[src/rtl/wrap_timer_pkg.sv]
package wrap_timer_pkg;
  localparam int unsigned REG_CTRL  = 8'h00;
  localparam int unsigned REG_COUNT = 8'h04;
  localparam int unsigned REG_TOP   = 8'h08;
  localparam int unsigned REG_START = 8'h4C;

  localparam int unsigned BIT_IE    = 6;
  localparam int unsigned BIT_FLAG  = 7;
  localparam int unsigned SRC_LSB   = 3;

  typedef enum logic [1:0] {
    SRC_OFF  = 2'd0,
    SRC_SYS  = 2'd1,
    SRC_RSV2 = 2'd2,
    SRC_RSV3 = 2'd3
  } src_e;
endpackage

[src/rtl/wrap_timer_prescale.sv]
module wrap_timer_prescale #(
  parameter int unsigned PS_W = 3
) (
  input  logic            clk_i,
  input  logic            rst_ni,
  input  logic            run_i,
  input  logic [PS_W-1:0] exp_i,
  output logic            tick_o
);
  localparam int unsigned DIV_W = (1 << PS_W) - 1;

  logic [DIV_W-1:0] pre_q, pre_d, mask;

  always_comb begin
    mask   = ~({DIV_W{1'b1}} << exp_i);
    tick_o = run_i && ((pre_q & mask) == mask);
    pre_d  = run_i ? pre_q + 1'b1 : '0;
  end

  always_ff @(posedge clk_i or negedge rst_ni) begin
    if (!rst_ni) pre_q <= '0;
    else         pre_q <= pre_d;
  end
endmodule

[src/rtl/wrap_timer_counter.sv]
module wrap_timer_counter #(
  parameter int unsigned CNT_W = 16
) (
  input  logic             clk_i,
  input  logic             rst_ni,
  input  logic             tick_i,
  input  logic             load_i,
  input  logic [CNT_W-1:0] top_i,
  input  logic [CNT_W-1:0] start_i,
  output logic [CNT_W-1:0] cnt_o,
  output logic             wrap_o
);
  logic [CNT_W-1:0] cnt_q, cnt_d;
  logic             at_top;

  always_comb begin
    at_top = (cnt_q == top_i);
    wrap_o = tick_i && !load_i && at_top;
    cnt_d  = cnt_q;
    if (load_i)      cnt_d = start_i;
    else if (tick_i) cnt_d = at_top ? start_i : cnt_q + 1'b1;
  end

  always_ff @(posedge clk_i or negedge rst_ni) begin
    if (!rst_ni) cnt_q <= '0;
    else         cnt_q <= cnt_d;
  end

  assign cnt_o = cnt_q;

  assert_wrap_reload_R5: assert property (@(posedge clk_i) disable iff (!rst_ni)
    wrap_o |=> (cnt_q == $past(start_i)));
  assert_step_by_one_R5: assert property (@(posedge clk_i) disable iff (!rst_ni)
    (tick_i && !load_i && !at_top) |=> (cnt_q == $past(cnt_q) + 1'b1));
endmodule

[src/rtl/wrap_timer_regs.sv]
module wrap_timer_regs
  import wrap_timer_pkg::*;
#(
  parameter int unsigned ADDR_W = 8,
  parameter int unsigned DATA_W = 32,
  parameter int unsigned CNT_W  = 16,
  parameter int unsigned PS_W   = 3
) (
  input  logic              clk_i,
  input  logic              rst_ni,
  input  logic              req_i,
  input  logic              we_i,
  input  logic [ADDR_W-1:0] addr_i,
  input  logic [DATA_W-1:0] wdata_i,
  input  logic              wrap_i,
  input  logic [CNT_W-1:0]  cnt_i,
  output logic [DATA_W-1:0] rdata_o,
  output logic [PS_W-1:0]   exp_o,
  output logic              run_o,
  output logic [CNT_W-1:0]  top_o,
  output logic [CNT_W-1:0]  start_o,
  output logic              load_o,
  output logic              irq_o
);
  logic [PS_W-1:0]  exp_q, exp_d;
  src_e             src_q, src_d;
  logic             ie_q, ie_d, flag_q, flag_d, armed_q, armed_d, irq_q, irq_d;
  logic [CNT_W-1:0] top_sh_q, top_sh_d, top_q, top_d;
  logic [CNT_W-1:0] st_sh_q, st_sh_d, st_q, st_d;
  logic             wr_ctrl, rd_ctrl, wr_top, wr_start, clear;
  logic             unused_wdata;

  assign unused_wdata = ^wdata_i;

  always_comb begin
    wr_ctrl  = req_i && we_i && (addr_i == ADDR_W'(REG_CTRL));
    rd_ctrl  = req_i && !we_i && (addr_i == ADDR_W'(REG_CTRL));
    wr_top   = req_i && we_i && (addr_i == ADDR_W'(REG_TOP));
    wr_start = req_i && we_i && (addr_i == ADDR_W'(REG_START));
    load_o   = req_i && we_i && (addr_i == ADDR_W'(REG_COUNT));
    clear    = wr_ctrl && armed_q && !wdata_i[BIT_FLAG];

    exp_d    = wr_ctrl ? wdata_i[PS_W-1:0] : exp_q;
    src_d    = wr_ctrl ? src_e'(wdata_i[SRC_LSB +: 2]) : src_q;
    ie_d     = wr_ctrl ? wdata_i[BIT_IE] : ie_q;
    flag_d   = wrap_i || (flag_q && !clear);
    if (wr_ctrl)                armed_d = 1'b0;
    else if (rd_ctrl && flag_q) armed_d = 1'b1;
    else                        armed_d = armed_q;
    irq_d    = flag_q && ie_q;

    top_sh_d = wr_top   ? wdata_i[CNT_W-1:0] : top_sh_q;
    st_sh_d  = wr_start ? wdata_i[CNT_W-1:0] : st_sh_q;
    top_d    = (src_q == SRC_OFF) ? top_sh_q : top_q;
    st_d     = (src_q == SRC_OFF) ? st_sh_q  : st_q;

    rdata_o  = '0;
    if (req_i && !we_i) begin
      unique case (addr_i)
        ADDR_W'(REG_CTRL): begin
          rdata_o[PS_W-1:0]       = exp_q;
          rdata_o[SRC_LSB +: 2]   = src_q;
          rdata_o[BIT_IE]         = ie_q;
          rdata_o[BIT_FLAG]       = flag_q;
        end
        ADDR_W'(REG_COUNT): rdata_o[CNT_W-1:0] = cnt_i;
        ADDR_W'(REG_TOP):   rdata_o[CNT_W-1:0] = top_q;
        ADDR_W'(REG_START): rdata_o[CNT_W-1:0] = st_q;
        default:            rdata_o = '0;
      endcase
    end
  end

  always_ff @(posedge clk_i or negedge rst_ni) begin
    if (!rst_ni) begin
      exp_q    <= '0;
      src_q    <= SRC_OFF;
      ie_q     <= 1'b0;
      flag_q   <= 1'b0;
      armed_q  <= 1'b0;
      irq_q    <= 1'b0;
      top_sh_q <= '0;
      top_q    <= '0;
      st_sh_q  <= '0;
      st_q     <= '0;
    end else begin
      exp_q    <= exp_d;
      src_q    <= src_d;
      ie_q     <= ie_d;
      flag_q   <= flag_d;
      armed_q  <= armed_d;
      irq_q    <= irq_d;
      top_sh_q <= top_sh_d;
      top_q    <= top_d;
      st_sh_q  <= st_sh_d;
      st_q     <= st_d;
    end
  end

  assign exp_o   = exp_q;
  assign run_o   = (src_q == SRC_SYS);
  assign top_o   = top_q;
  assign start_o = st_q;
  assign irq_o   = irq_q;

  assert_wrap_sets_flag_R6: assert property (@(posedge clk_i) disable iff (!rst_ni)
    wrap_i |=> flag_q);
  assert_active_held_R8: assert property (@(posedge clk_i) disable iff (!rst_ni)
    (src_q != SRC_OFF) |=> ($stable(top_q) && $stable(st_q)));
  assert_irq_needs_flag_R11: assert property (@(posedge clk_i) disable iff (!rst_ni)
    !flag_q |=> !irq_q);
  assert_no_blind_clear_R9: assert property (@(posedge clk_i) disable iff (!rst_ni)
    (flag_q && !armed_q) |=> flag_q);
endmodule

[src/rtl/prescaled_wrap_timer.sv]
module prescaled_wrap_timer #(
  parameter int unsigned ADDR_W = 8,
  parameter int unsigned DATA_W = 32,
  parameter int unsigned CNT_W  = 16,
  parameter int unsigned PS_W   = 3
) (
  input  logic              clk_i,
  input  logic              rst_ni,
  input  logic              req_i,
  input  logic              we_i,
  input  logic [ADDR_W-1:0] addr_i,
  input  logic [DATA_W-1:0] wdata_i,
  output logic [DATA_W-1:0] rdata_o,
  output logic              irq_o
);
  logic [1:0]       rst_sync_q;
  logic             rst_n;
  logic             run, tick, load, wrap;
  logic [PS_W-1:0]  exp;
  logic [CNT_W-1:0] top, start, cnt;

  always_ff @(posedge clk_i or negedge rst_ni) begin
    if (!rst_ni) rst_sync_q <= 2'b00;
    else         rst_sync_q <= {rst_sync_q[0], 1'b1};
  end
  assign rst_n = rst_sync_q[1];

  wrap_timer_regs #(.ADDR_W(ADDR_W), .DATA_W(DATA_W), .CNT_W(CNT_W), .PS_W(PS_W)) u_regs (
    .clk_i(clk_i), .rst_ni(rst_n), .req_i(req_i), .we_i(we_i), .addr_i(addr_i),
    .wdata_i(wdata_i), .wrap_i(wrap), .cnt_i(cnt), .rdata_o(rdata_o), .exp_o(exp),
    .run_o(run), .top_o(top), .start_o(start), .load_o(load), .irq_o(irq_o));

  wrap_timer_prescale #(.PS_W(PS_W)) u_pre (
    .clk_i(clk_i), .rst_ni(rst_n), .run_i(run), .exp_i(exp), .tick_o(tick));

  wrap_timer_counter #(.CNT_W(CNT_W)) u_cnt (
    .clk_i(clk_i), .rst_ni(rst_n), .tick_i(tick), .load_i(load), .top_i(top),
    .start_i(start), .cnt_o(cnt), .wrap_o(wrap));

  assert_stopped_holds_R3: assert property (@(posedge clk_i) disable iff (!rst_n)
    (!run && !load) |=> $stable(cnt));
endmodule

[config.mk]
export PLATFORM = sky130hd
export DESIGN_NAME = prescaled_wrap_timer
export DESIGN_NICKNAME = d
export VERILOG_FILES = /design/src/rtl/wrap_timer_pkg.sv /design/src/rtl/wrap_timer_prescale.sv /design/src/rtl/wrap_timer_counter.sv /design/src/rtl/wrap_timer_regs.sv /design/src/rtl/prescaled_wrap_timer.sv
export SDC_FILE = /design/constraint.sdc
export NUM_CORES = 1
export LEC_CHECK = 0
export ABC_CLOCK_PERIOD_IN_PS = 6700
export CORE_MARGIN = 2
export CORE_UTILIZATION = 30
export DETAILED_ROUTE_END_ITERATION = 8
export PLACE_DENSITY_LB_ADDON = 0.1
export SETUP_SLACK_MARGIN = 0.1
export SLEW_MARGIN = 40
export SYNTH_ARGS = -nofsm -noshare
export SYNTH_HDL_FRONTEND = slang
export SYNTH_SLANG_ARGS = --single-unit
export TNS_END_PERCENT = 50
[constraint.sdc]
create_clock -name clk_i -period 6.7 [get_ports clk_i]
set_input_delay 1.675 -clock clk_i [delete_from_list [all_inputs] [get_ports clk_i]]
set_output_delay 1.675 -clock clk_i [all_outputs]
set_load 0.03 [all_outputs]
==> impl_results.md, run 1 <==
- Status: finished clean
- Die Width: 133 um
- Final Hold Viols: 0
- Worst EP arrival: roughly 4300 ps
- DRT antenna net count: 0
- Area growth, synth to finish: 17.6%
- Congestion Overflow GR: 0
- Row count: 46
- Crit path capture type: primary output
- Clk Latency, worst-skew pair: 350 ps
- Largest net degree at the start of global routing: 56
- Num CTS Buffers: 9
- Clock Path Buffers: 2
- Die H: 133 um
- Worst setup SP type: input port
- Die area: about 18000 um^2
- All-Layer GR Usage: 15.7%
- Met1 Routed Length: between 6000 and 7000 um
- Post-route worst setup slack: 735 ps
- Commonest non-fill, non-tap cell in the layout: dfrtp_1
- Iter 0 DRT Violations: 194
- CP max FO: 10
- WL met2: slightly below 6000 um
- Mapped Cells: 428
- R2R Path End: u_cnt.cnt_o[13]$_DFFE_PN0P_
- Worst VDD drop: 0.110 mV
- Routed len/inst: 19.2 um
- I/O pin cnt: 77
- Residual DRC: 0
- Main synth FF type: dfrtp_1
- Finished Layout Cells: 690
- Worst-margin pin slew: 758 ps
- Commonest non-fill, non-tap cells in the layout: dfrtp_1, mux2_2, nand2_1, clkdlybuf4s50_1, buf_4
- Critical path required time: 5030 ps
- Synth warn: 0
- Place WS: 779 ps
- Reg2reg setup slack: 4320 ps
- H-tree levels: 3
- RSZ-0062 raised after global routing: no
- Final Critical Period: 5970 ps
- Root Driver: clkbuf_16
- Relative slew margins: 49.3%
- Period utilisation layout: 89.0%
- Post-Route Utilization: 36.4%
- Hold Buf Count CTS: 0
- Top post-synthesis cells by area: dfrtp_1, mux2_2, xnor2_1, a22oi_1, buf_4
- Top sig layer: met4
- Diode count: 0
- Ratio of cells with drive above 1 in the final layout: 25.1%
- Synth Register Bits: 98
- Endpoints failing setup: 0
- Worst min path class: flop to asynchronous set/reset pin
- Max-cap violations: 0
- Final net count: a little over 500
- CTS tree: built
- Reg-to-Reg Start: u_regs.src_q[1]$_DFFE_PN0N_
- Setup TNS: 0 ps
- Asr flop ratio synth: 100%
- First-pass GRT wire length: 21000 um
- Post-route cell area: 5830 um^2
- Clk pwr share: 40.7%
- Seq/Total Area, Yosys: 49.5%
- Initial core utilization: 31.0%
- Initial DRT Pass Iterations: 5
- Final WL: 13200 um
- Met3 wire length: 525 um
- Clk_skew: ~9.1 ps
- Setup CP Type: input port to primary output
- Static Leakage: 2.48 nW
- Sw frac: 25.3%
- Pint: ~910 uW
- # placed instances: 674
- Synth area leader: dfrtp_1
- Number of synthesized flops with an enable pin: 0
- CTS sink count: 98
- Post-CTS Setup Bufs: 0
- IO Port Bufs: 44
- DR vias: 3569
- Antenna violations before repair: 0
- Worst r2r path cells: 5
- Vias in the first global route: between 3000 and 4000
- Post-synthesis cell type count: 50
- Core area: 16000 um^2
- Synth top area share: 49.5%
- Hpwl dp: between 9000 and 10000 um
- Drt via density: 5.17
- # resized after CTS: 0
- Syn Area/Cell: between 10 and 15 um^2
- RD Place Congestion: 0.797
- Pwr Density: 210 nW/um^2
- Placed cell areas: ~5500 um^2
- Mapped cell area: 4960 um^2
- Sequential cell fraction of total power: 51.8%
- Max Slew Vio Count: 0
- Logic pwr share: 7.5%
- Clock transition at path regs: approximately 70 ps
- Switching power: 310 uW
- Max frequency: 0.168 GHz
- Tot Pwr: 1.22 mW
- Hold_ws: 316 ps
## power groups by stage
stage          clock, mW  sequential [mW]  combinational, mW
2_1_floorplan          0            0.642             0.0618
3_3_place_gp           0            0.645             0.0920
3_5_place_dp           0            0.646             0.0928
4_1_cts            0.512            0.635             0.0934
5_1_grt            0.543            0.638              0.100
6_report           0.498            0.634             0.0923
## area by class of cell
| cell class | instances | area, um^2 |
|---|---|---|
| fill | 1664 | 10200 |
| tap | 216 | 270 |
| sequential | 98 | 2460 |
| multi-input combinational | 303 | 2340 |
| clock inverter | 5 | 37.5 |
| timing repair buffer | 53 | 468 |
| clock buffer | 11 | 243 |
| inverter | 4 | 15.0 |
## cell families after synthesis
logic type      after synthesis  share of synthesized area (%)
mux                          79                           17.8
buf+inv                      42                           4.92
other cells                   2                          0.152
compound gates               79                           11.7
simple gates                105                           11.7
flops                        98                           49.5
xor+xnor                     21                           3.71
fa+ha+maj                     2                          0.505
## flip-flops by register name, summed over array words and instances, names as in the netlist
name             cells
u_cnt.cnt_o         16
u_regs.st_sh_q      16
u_regs.start_o      16
u_regs.top_o        16
u_regs.top_sh_q     16
u_pre.pre_q          7
u_regs.exp_o         3
rst_sync_q           2
u_regs.src_q         2
u_regs.armed_q       1
u_regs.flag_q        1
u_regs.ie_q          1
u_regs.irq_o         1
## synthesized netlist by cell type, types with 3 or more instances
library cell / instances
a21oi_1: 20
a222oi_1: 8
a22oi_1: 19
a2bb2oi_1: 3
and3_1: 10
buf_2: 3
buf_4: 18
clkbuf_1: 15
dfrtp_1: 98
inv_1: 4
mux2_1: 10
mux2_2: 65
mux2i_1: 4
nand2_1: 28
nand2b_1: 4
nand3_1: 18
nand4_1: 8
nor2_1: 17
nor4_1: 3
o21ai_0: 6
o22a_1: 9
or4_1: 5
xnor2_1: 18
xor2_1: 3
## critical path, cell delays in order
cell and delay, ps:
clkdlybuf4s50_1 410, or4_1 550, or2_1 350, nor4_4 580
a222oi_1 200, a21oi_1 300, buf_4 220
## per-layer routing
| metal | vias to the layer above | GRT usage (%) |
|---|---|---|
| met5 | - | 0 |
| met4 | 0 | 7.77 |
| met3 | 26 | 2.80 |
| met2 | 87 | 23.6 |
| met1 | 1822 | 21.7 |
| li1 | 1634 | - |
## worst max path at each step
stage / from / to / slack [ps] / cells past startpoint
2_1_floorplan: addr_i[4] / rdata_o[7] / 1190 / 7
3_3_place_gp: addr_i[4] / rdata_o[1] / 760 / 7
3_5_place_dp: addr_i[4] / rdata_o[1] / 780 / 7
4_1_cts: addr_i[4] / rdata_o[1] / 770 / 7
5_1_grt: addr_i[4] / rdata_o[7] / 640 / 7
6_report: addr_i[4] / rdata_o[1] / 730 / 7
Note: power is estimated with default switching activity, not from simulation.
==> run 2: changes to the inputs <==
--- a/config.mk
+++ b/config.mk
@@ -6,7 +6,6 @@
 export NUM_CORES = 1
 export LEC_CHECK = 0
 export ABC_CLOCK_PERIOD_IN_PS = 6700
-export CORE_MARGIN = 2
 export CORE_UTILIZATION = 30
 export DETAILED_ROUTE_END_ITERATION = 8
 export PLACE_DENSITY_LB_ADDON = 0.1
@@ -15,4 +14,4 @@
 export SYNTH_ARGS = -nofsm -noshare
 export SYNTH_HDL_FRONTEND = slang
 export SYNTH_SLANG_ARGS = --single-unit
-export TNS_END_PERCENT = 50
+export TNS_END_PERCENT = 10
==> run 2 against run 1 <==
Critical path depth did not move; setup slack improved by 8.8 ps; sequential share of layout area decreased by 0.21 points; global-route usage is 1.2 points higher; total power rose by 3.8%; combinational power grew 2.7%; sequential power barely moved; utilization rose by 0.18 points; highest routed layer unchanged.
==> impl_results.md, run 2 (synthesis results as in run 1) <==
- First-pass GRT wire length: 21000 um (about the same)
- Commonest non-fill, non-tap cell in the layout: dfrtp_1 (unchanged)
- Die H: 131 um (was 133 um)
- RD Place Congestion: 0.787 (was 0.797)
- Largest net degree at the start of global routing: 67 (was 56)
- Relative slew margins: 50.0% (was 49.3%)
- Worst EP arrival: 4280 ps (was 4290 ps)
- Period utilisation layout: 88.9% (was 89.0%)
- Clk_skew: 11.1 ps (was 9.08 ps)
- Commonest non-fill, non-tap cells in the layout: dfrtp_1, mux2_2, nand2_1, clkdlybuf4s50_1, buf_4 (unchanged)
- Post-CTS Setup Bufs: 0 (unchanged)
- DRT antenna net count: 0 (unchanged)
- # resized after CTS: 0 (unchanged)
- Setup CP Type: input port to primary output (unchanged)
- Max-cap violations: 0 (unchanged)
- Worst min path class: flop to asynchronous set/reset pin (unchanged)
- DR vias: 3574 (was 3569)
- Setup TNS: 0 ps (unchanged)
- All-Layer GR Usage: 16.9% (was 15.7%)
- Post-route cell area: 5860 um^2 (was 5830 um^2)
- Hpwl dp: 9000 um (was 9090 um)
- Top sig layer: met4 (unchanged)
- Die Width: 131 um (was 133 um)
- Num CTS Buffers: 9 (unchanged)
- Area growth, synth to finish: 18.2% (was 17.6%)
- Worst VDD drop: 0.0960 mV (was 0.110 mV)
- Routed len/inst: 19.1 um (was 19.2 um)
- Clock Path Buffers: 2 (unchanged)
- Initial core utilization: 31.0% (unchanged)
- Pwr Density: 217 nW/um^2 (was 210 nW/um^2)
- Final net count: 515 (unchanged)
- Drt via density: 5.18 (was 5.17)
- Row count: 46 (unchanged)
- Worst setup SP type: input port (unchanged)
- Met1 Routed Length: 6180 um (was 6320 um)
- Status: finished clean (unchanged)
- Max Slew Vio Count: 0 (unchanged)
- Static Leakage: 2.50 nW (was 2.48 nW)
- Worst r2r path cells: 7 (was 5)
- Antenna violations before repair: 0 (unchanged)
- Reg-to-Reg Start: u_cnt.cnt_o[7]$_DFFE_PN0P_ (was u_regs.src_q[1]$_DFFE_PN0N_)
- Root Driver: clkbuf_16 (unchanged)
- Max frequency: 0.168 GHz (about the same)
- Core area: 16000 um^2 (unchanged)
- CTS tree: built (unchanged)
- Die area: 17000 um^2 (was 17600 um^2)
- Critical path required time: 5030 ps (about the same)
- Residual DRC: 0 (unchanged)
- Fillcell total: 1606 (was 1664)
- Final Hold Viols: 0 (unchanged)
- Clk Latency, worst-skew pair: 360 ps (was 350 ps)
- Initial DRT Pass Iterations: 6 (was 5)
- Diode count: 0 (unchanged)
- Reg2reg setup slack: 4310 ps (was 4320 ps)
- Final Critical Period: 5960 ps (was 5970 ps)
- Hold Buf Count CTS: 0 (unchanged)
- Crit path capture type: primary output (unchanged)
- H-tree levels: 3 (unchanged)
- Clock transition at path regs: 70 ps (about the same)
- Ratio of cells with drive above 1 in the final layout: 25.1% (unchanged)
- Final WL: 13200 um (about the same)
- Placed cell areas: 5550 um^2 (was 5540 um^2)
- R2R Path End: u_cnt.cnt_o[10]$_DFFE_PN0P_ (was u_cnt.cnt_o[13]$_DFFE_PN0P_)
- Endpoints failing setup: 0 (unchanged)
- Vias in the first global route: 3612 (was 3597)
- Congestion Overflow GR: 0 (unchanged)
- IO Port Bufs: 44 (unchanged)
- WL met2: 6430 um (was 5930 um)
- Iter 0 DRT Violations: 301 (was 194)
- CP max FO: 10 (unchanged)
- RSZ-0062 raised after global routing: no (unchanged)
- I/O pin cnt: 77 (unchanged)
- Worst-margin pin slew: 748 ps (was 758 ps)
- CTS sink count: 98 (unchanged)
- Met3 wire length: 369 um (was 525 um)
==> run 2: changes by cell type in the layout (fill, tap and decap cells not counted), sizes merged <==
| cell | change |
|---|---|
| clkinv | -2 |
| bufinv | +1 |
| inv | +1 |
==> run 2: metrics by stage <==
step | hold WS [ps] | total power, mW | instances | util [%] | setup slack (ps)
after floorplan | 331 | 0.703 | 443 | - | 1190
after global placement | 278 | 0.738 | 674 | 34.6 | 787
after detailed placement | 284 | 0.739 | 674 | 34.7 | 752
after CTS | 291 | 1.29 | 690 | 36.6 | 741
after global routing | 322 | 1.32 | 690 | 36.6 | 670
final | 273 | 1.27 | 690 | 36.6 | 744
==> run 2: layer usage <==
layer | track usage [%] | vias up
met5 | 0 | -
met4 | 6.90 | 0
met2 | 26.8 | 69
met3 | 2.20 | 13
met1 | 23.2 | 1850
li1 | - | 1642
==> run 2: area by class of cell <==
cell class | instances | area, um^2 | area share (%)
Timing Repair Buffer | 53 | 472 | 8.06
Tap cell | 216 | 270 | 4.62
Inverter | 4 | 15.0 | 0.256
Sequential cell | 98 | 2460 | 41.9
Clock buffer | 11 | 243 | 4.15
Multi-Input combinational cell | 303 | 2340 | 39.9
Clock inverter | 5 | 62.6 | 1.07
==> run 2: power by group <==
| group | switching [mW] | total [mW] | internal (mW) |
|---|---|---|---|
| clock network | 0.240 | 0.543 | 0.303 |
| registers | 0.0241 | 0.633 | 0.609 |
| logic | 0.0525 | 0.0948 | 0.0423 |
| total | 0.317 | 1.27 | 0.954 |
==> run 2: worst max-delay path, stage by stage <==
cell,delay [ps]
clkdlybuf4s50_1,420
or4_1,570
or2_1,360
nor4_4,570
a222oi_1,190
a21oi_1,270
buf_4,210
==> run 2: worst max-delay path by stage <==
| stage | start | endpoint |
|---|---|---|
| 2_1_floorplan | addr_i[4] | rdata_o[7] |
| 3_3_place_gp | addr_i[4] | rdata_o[1] |
| 3_5_place_dp | addr_i[4] | rdata_o[1] |
| 4_1_cts | addr_i[4] | rdata_o[1] |
| 5_1_grt | addr_i[4] | rdata_o[1] |
| 6_report | addr_i[4] | rdata_o[0] |
==> run 3: changes to the inputs <==
--- a/config.mk
+++ b/config.mk
@@ -8,7 +8,8 @@
 export ABC_CLOCK_PERIOD_IN_PS = 6700
 export CORE_UTILIZATION = 30
 export DETAILED_ROUTE_END_ITERATION = 8
-export PLACE_DENSITY_LB_ADDON = 0.1
+export GPL_TIMING_DRIVEN = 0
+export PLACE_DENSITY = 0.56
 export SETUP_SLACK_MARGIN = 0.1
 export SLEW_MARGIN = 40
 export SYNTH_ARGS = -nofsm -noshare
==> run 3 against run 2 <==
Count of clock-buffer cells in the layout did not move; utilization grew 2.0 points; global-route usage decreased by 1.2 points; non-clock buffer count increased by 35; critical endpoint is now rdata_o[7]; largest cell class unchanged.
==> impl_results.md, run 3 (synthesis results as in run 1) <==
- Status: finished clean (unchanged)
- Setup CP Type: input port to primary output (unchanged)
- Final Critical Period: 6440 ps (was 5960 ps)
- Endpoints failing setup: 0 (unchanged)
- First-pass GRT wire length: 19900 um (was 21000 um)
- Setup TNS: 0 ps (unchanged)
- Max-cap violations: 0 (unchanged)
- Crit-path cells: clkdlybuf4s50_1, or4_1, or2_1, buf_6, nor4b_4, buf_4, a222oi_1, a21oi_1, clkdlybuf4s50_1 (was clkdlybuf4s50_1, or4_1, or2_1, nor4_4, a222oi_1, a21oi_1, buf_4)
- Hpwl dp: 9240 um (was 9000 um)
- Static Leakage: 2.65 nW (was 2.50 nW)
- Clock Path Buffers: 2 (unchanged)
- Crit path capture type: primary output (unchanged)
- Drt via density: 5.11 (was 5.18)
- Relative slew margins: 51.3% (was 50.0%)
- RSZ-0062 raised after global routing: no (unchanged)
- IO Port Bufs: 43 (was 44)
- Die area: 17000 um^2 (unchanged)
- Initial core utilization: 31.0% (unchanged)
- Worst setup SP type: input port (unchanged)
- Core area: 16000 um^2 (unchanged)
- Pwr Density: 217 nW/um^2 (about the same)
- Worst EP arrival: 4770 ps (was 4280 ps)
- Max Slew Vio Count: 0 (unchanged)
- Residual DRC: 0 (unchanged)
- Reg2reg setup slack: 3970 ps (was 4310 ps)
- Largest net degree at the start of global routing: 42 (was 67)
- Slowest stage delay, CP: 710 ps (was 570 ps)
- I/O pin cnt: 77 (unchanged)
- Final net count: 550 (was 515)
- Diode count: 0 (unchanged)
- WL met2: 5960 um (was 6430 um)
- Placed cell areas: 5780 um^2 (was 5550 um^2)
- All-Layer GR Usage: 15.7% (was 16.9%)
- Vias in the first global route: 3609 (was 3612)
- Congestion Overflow GR: 0 (unchanged)
- Routed len/inst: 17.2 um (was 19.1 um)
- Crit path max-delay cell type: clkdlybuf4s50_1 (was or4_1)
- Num CTS Buffers: 9 (unchanged)
- Initial DRT Pass Iterations: 7 (was 6)
- Commonest non-fill, non-tap cells in the layout: dfrtp_1, mux2_2, clkdlybuf4s50_1 (was dfrtp_1, mux2_2, nand2_1, clkdlybuf4s50_1, buf_4)
- DR vias: 3700 (was 3574)
- Clock transition at path regs: 70 ps (about the same)
- DRT antenna net count: 0 (unchanged)
- Ratio of cells with drive above 1 in the final layout: 23.6% (was 25.1%)
- Area growth, synth to finish: 24.7% (was 18.2%)
- Row count: 46 (unchanged)
- Met1 Routed Length: 5580 um (was 6180 um)
- Antenna violations before repair: 0 (unchanged)
- Root Driver: clkbuf_16 (unchanged)
- Period utilisation layout: 96.1% (was 88.9%)
- H-tree levels: 3 (unchanged)
- Most frequent CP cell: clkdlybuf4s50_1
- CP max FO: 10 (unchanged)
- Critical path required time: 5030 ps (about the same)
- Met3 wire length: 567 um (was 369 um)
- Die H: 131 um (unchanged)
- Worst-margin pin slew: 731 ps (was 748 ps)
- Max frequency: 0.155 GHz (was 0.168 GHz)
- Post-route cell area: 6180 um^2 (was 5860 um^2)
- Fillcell total: 1591 (was 1606)
- RD Place Congestion: 0.885 (was 0.787)
- Worst min path class: flop to asynchronous set/reset pin (unchanged)
- CTS tree: built (unchanged)
- Clk Latency, worst-skew pair: 350 ps (was 360 ps)
- Iter 0 DRT Violations: 366 (was 301)
- CTS sink count: 98 (unchanged)
- Worst VDD drop: 0.133 mV (was 0.0960 mV)
- Final WL: 12500 um (was 13200 um)
- Top sig layer: met4 (unchanged)
- Commonest non-fill, non-tap cell in the layout: dfrtp_1 (unchanged)
- Final Hold Viols: 0 (unchanged)
- Die Width: 131 um (unchanged)
- Clk_skew: 9.96 ps (was 11.1 ps)
run 3: worst max-delay path, delay by kind of cell:
family                 cells  cell delay, ps
AOI/OAI and AO/OA          2             340
buffers and inverters      4            1540
and+or+nand+nor            3            1220
run 3: final cells by class:
type / count / area [um^2] / area share [%]
multi-input cells: 303 / 2360 / 38.2
well taps: 216 / 270 / 4.37
clock buffers: 11 / 243 / 3.93
clock inverters: 4 / 98.8 / 1.60
flip-flops and latches: 98 / 2460 / 39.7
inverters: 4 / 15.0 / 0.243
plain buffers: 38 / 233 / 3.77
repair buffers: 50 / 503 / 8.14
run 3: final timing paths:
check                                      startpoint                            end  cells past startpoint
max in group asynchronous                      rst_ni        rst_sync_q[1]$_DFF_PN0_                      1
min in group clk_i            rst_sync_q[0]$_DFF_PN0_        rst_sync_q[1]$_DFF_PN0_                      0
hold / removal                rst_sync_q[1]$_DFF_PN0_  u_regs.st_sh_q[4]$_DFFE_PN0P_                      0
hold reg to reg               rst_sync_q[1]$_DFF_PN0_  u_regs.st_sh_q[4]$_DFFE_PN0P_                      0
setup reg to reg           u_cnt.cnt_o[2]$_DFFE_PN0P_    u_cnt.cnt_o[10]$_DFFE_PN0P_                      8
setup / recovery                            addr_i[4]                     rdata_o[7]                      9
run 3: per-layer routing:
metal  vias up  track usage [%]
li1       1714                -
met1      1860             20.6
met2       103             24.9
met3        23             3.14
met4         0             7.17
met5         -                0
run 3: through the flow:
stage	setup slack (ps)	cells	power [mW]	utilization (%)	hold slack [ps]
after floorplan	1190	443	0.703	-	331
after global placement	-508	702	0.742	35.7	336
after detailed placement	-5.03	706	0.749	36.1	238
after CTS	111	721	1.35	38.3	244
after global routing	128	724	1.38	38.6	262
final	258	724	1.34	38.6	232
run 3: power breakdown:
group          internal, mW  switching (mW)  total [mW]
sequential            0.609          0.0227       0.632
combinational        0.0504          0.0562       0.107
clock                 0.375           0.227       0.602
total                  1.03           0.306        1.34
run 3: repair_timing:
action                     4_1_cts  5_1_grt
hold buffers                     0        0
setup endpoints to repair       12       16
pin swaps                        1        1
gates resized for setup          3        1
hold endpoints to repair         0        0
buffers inserted                 0        3
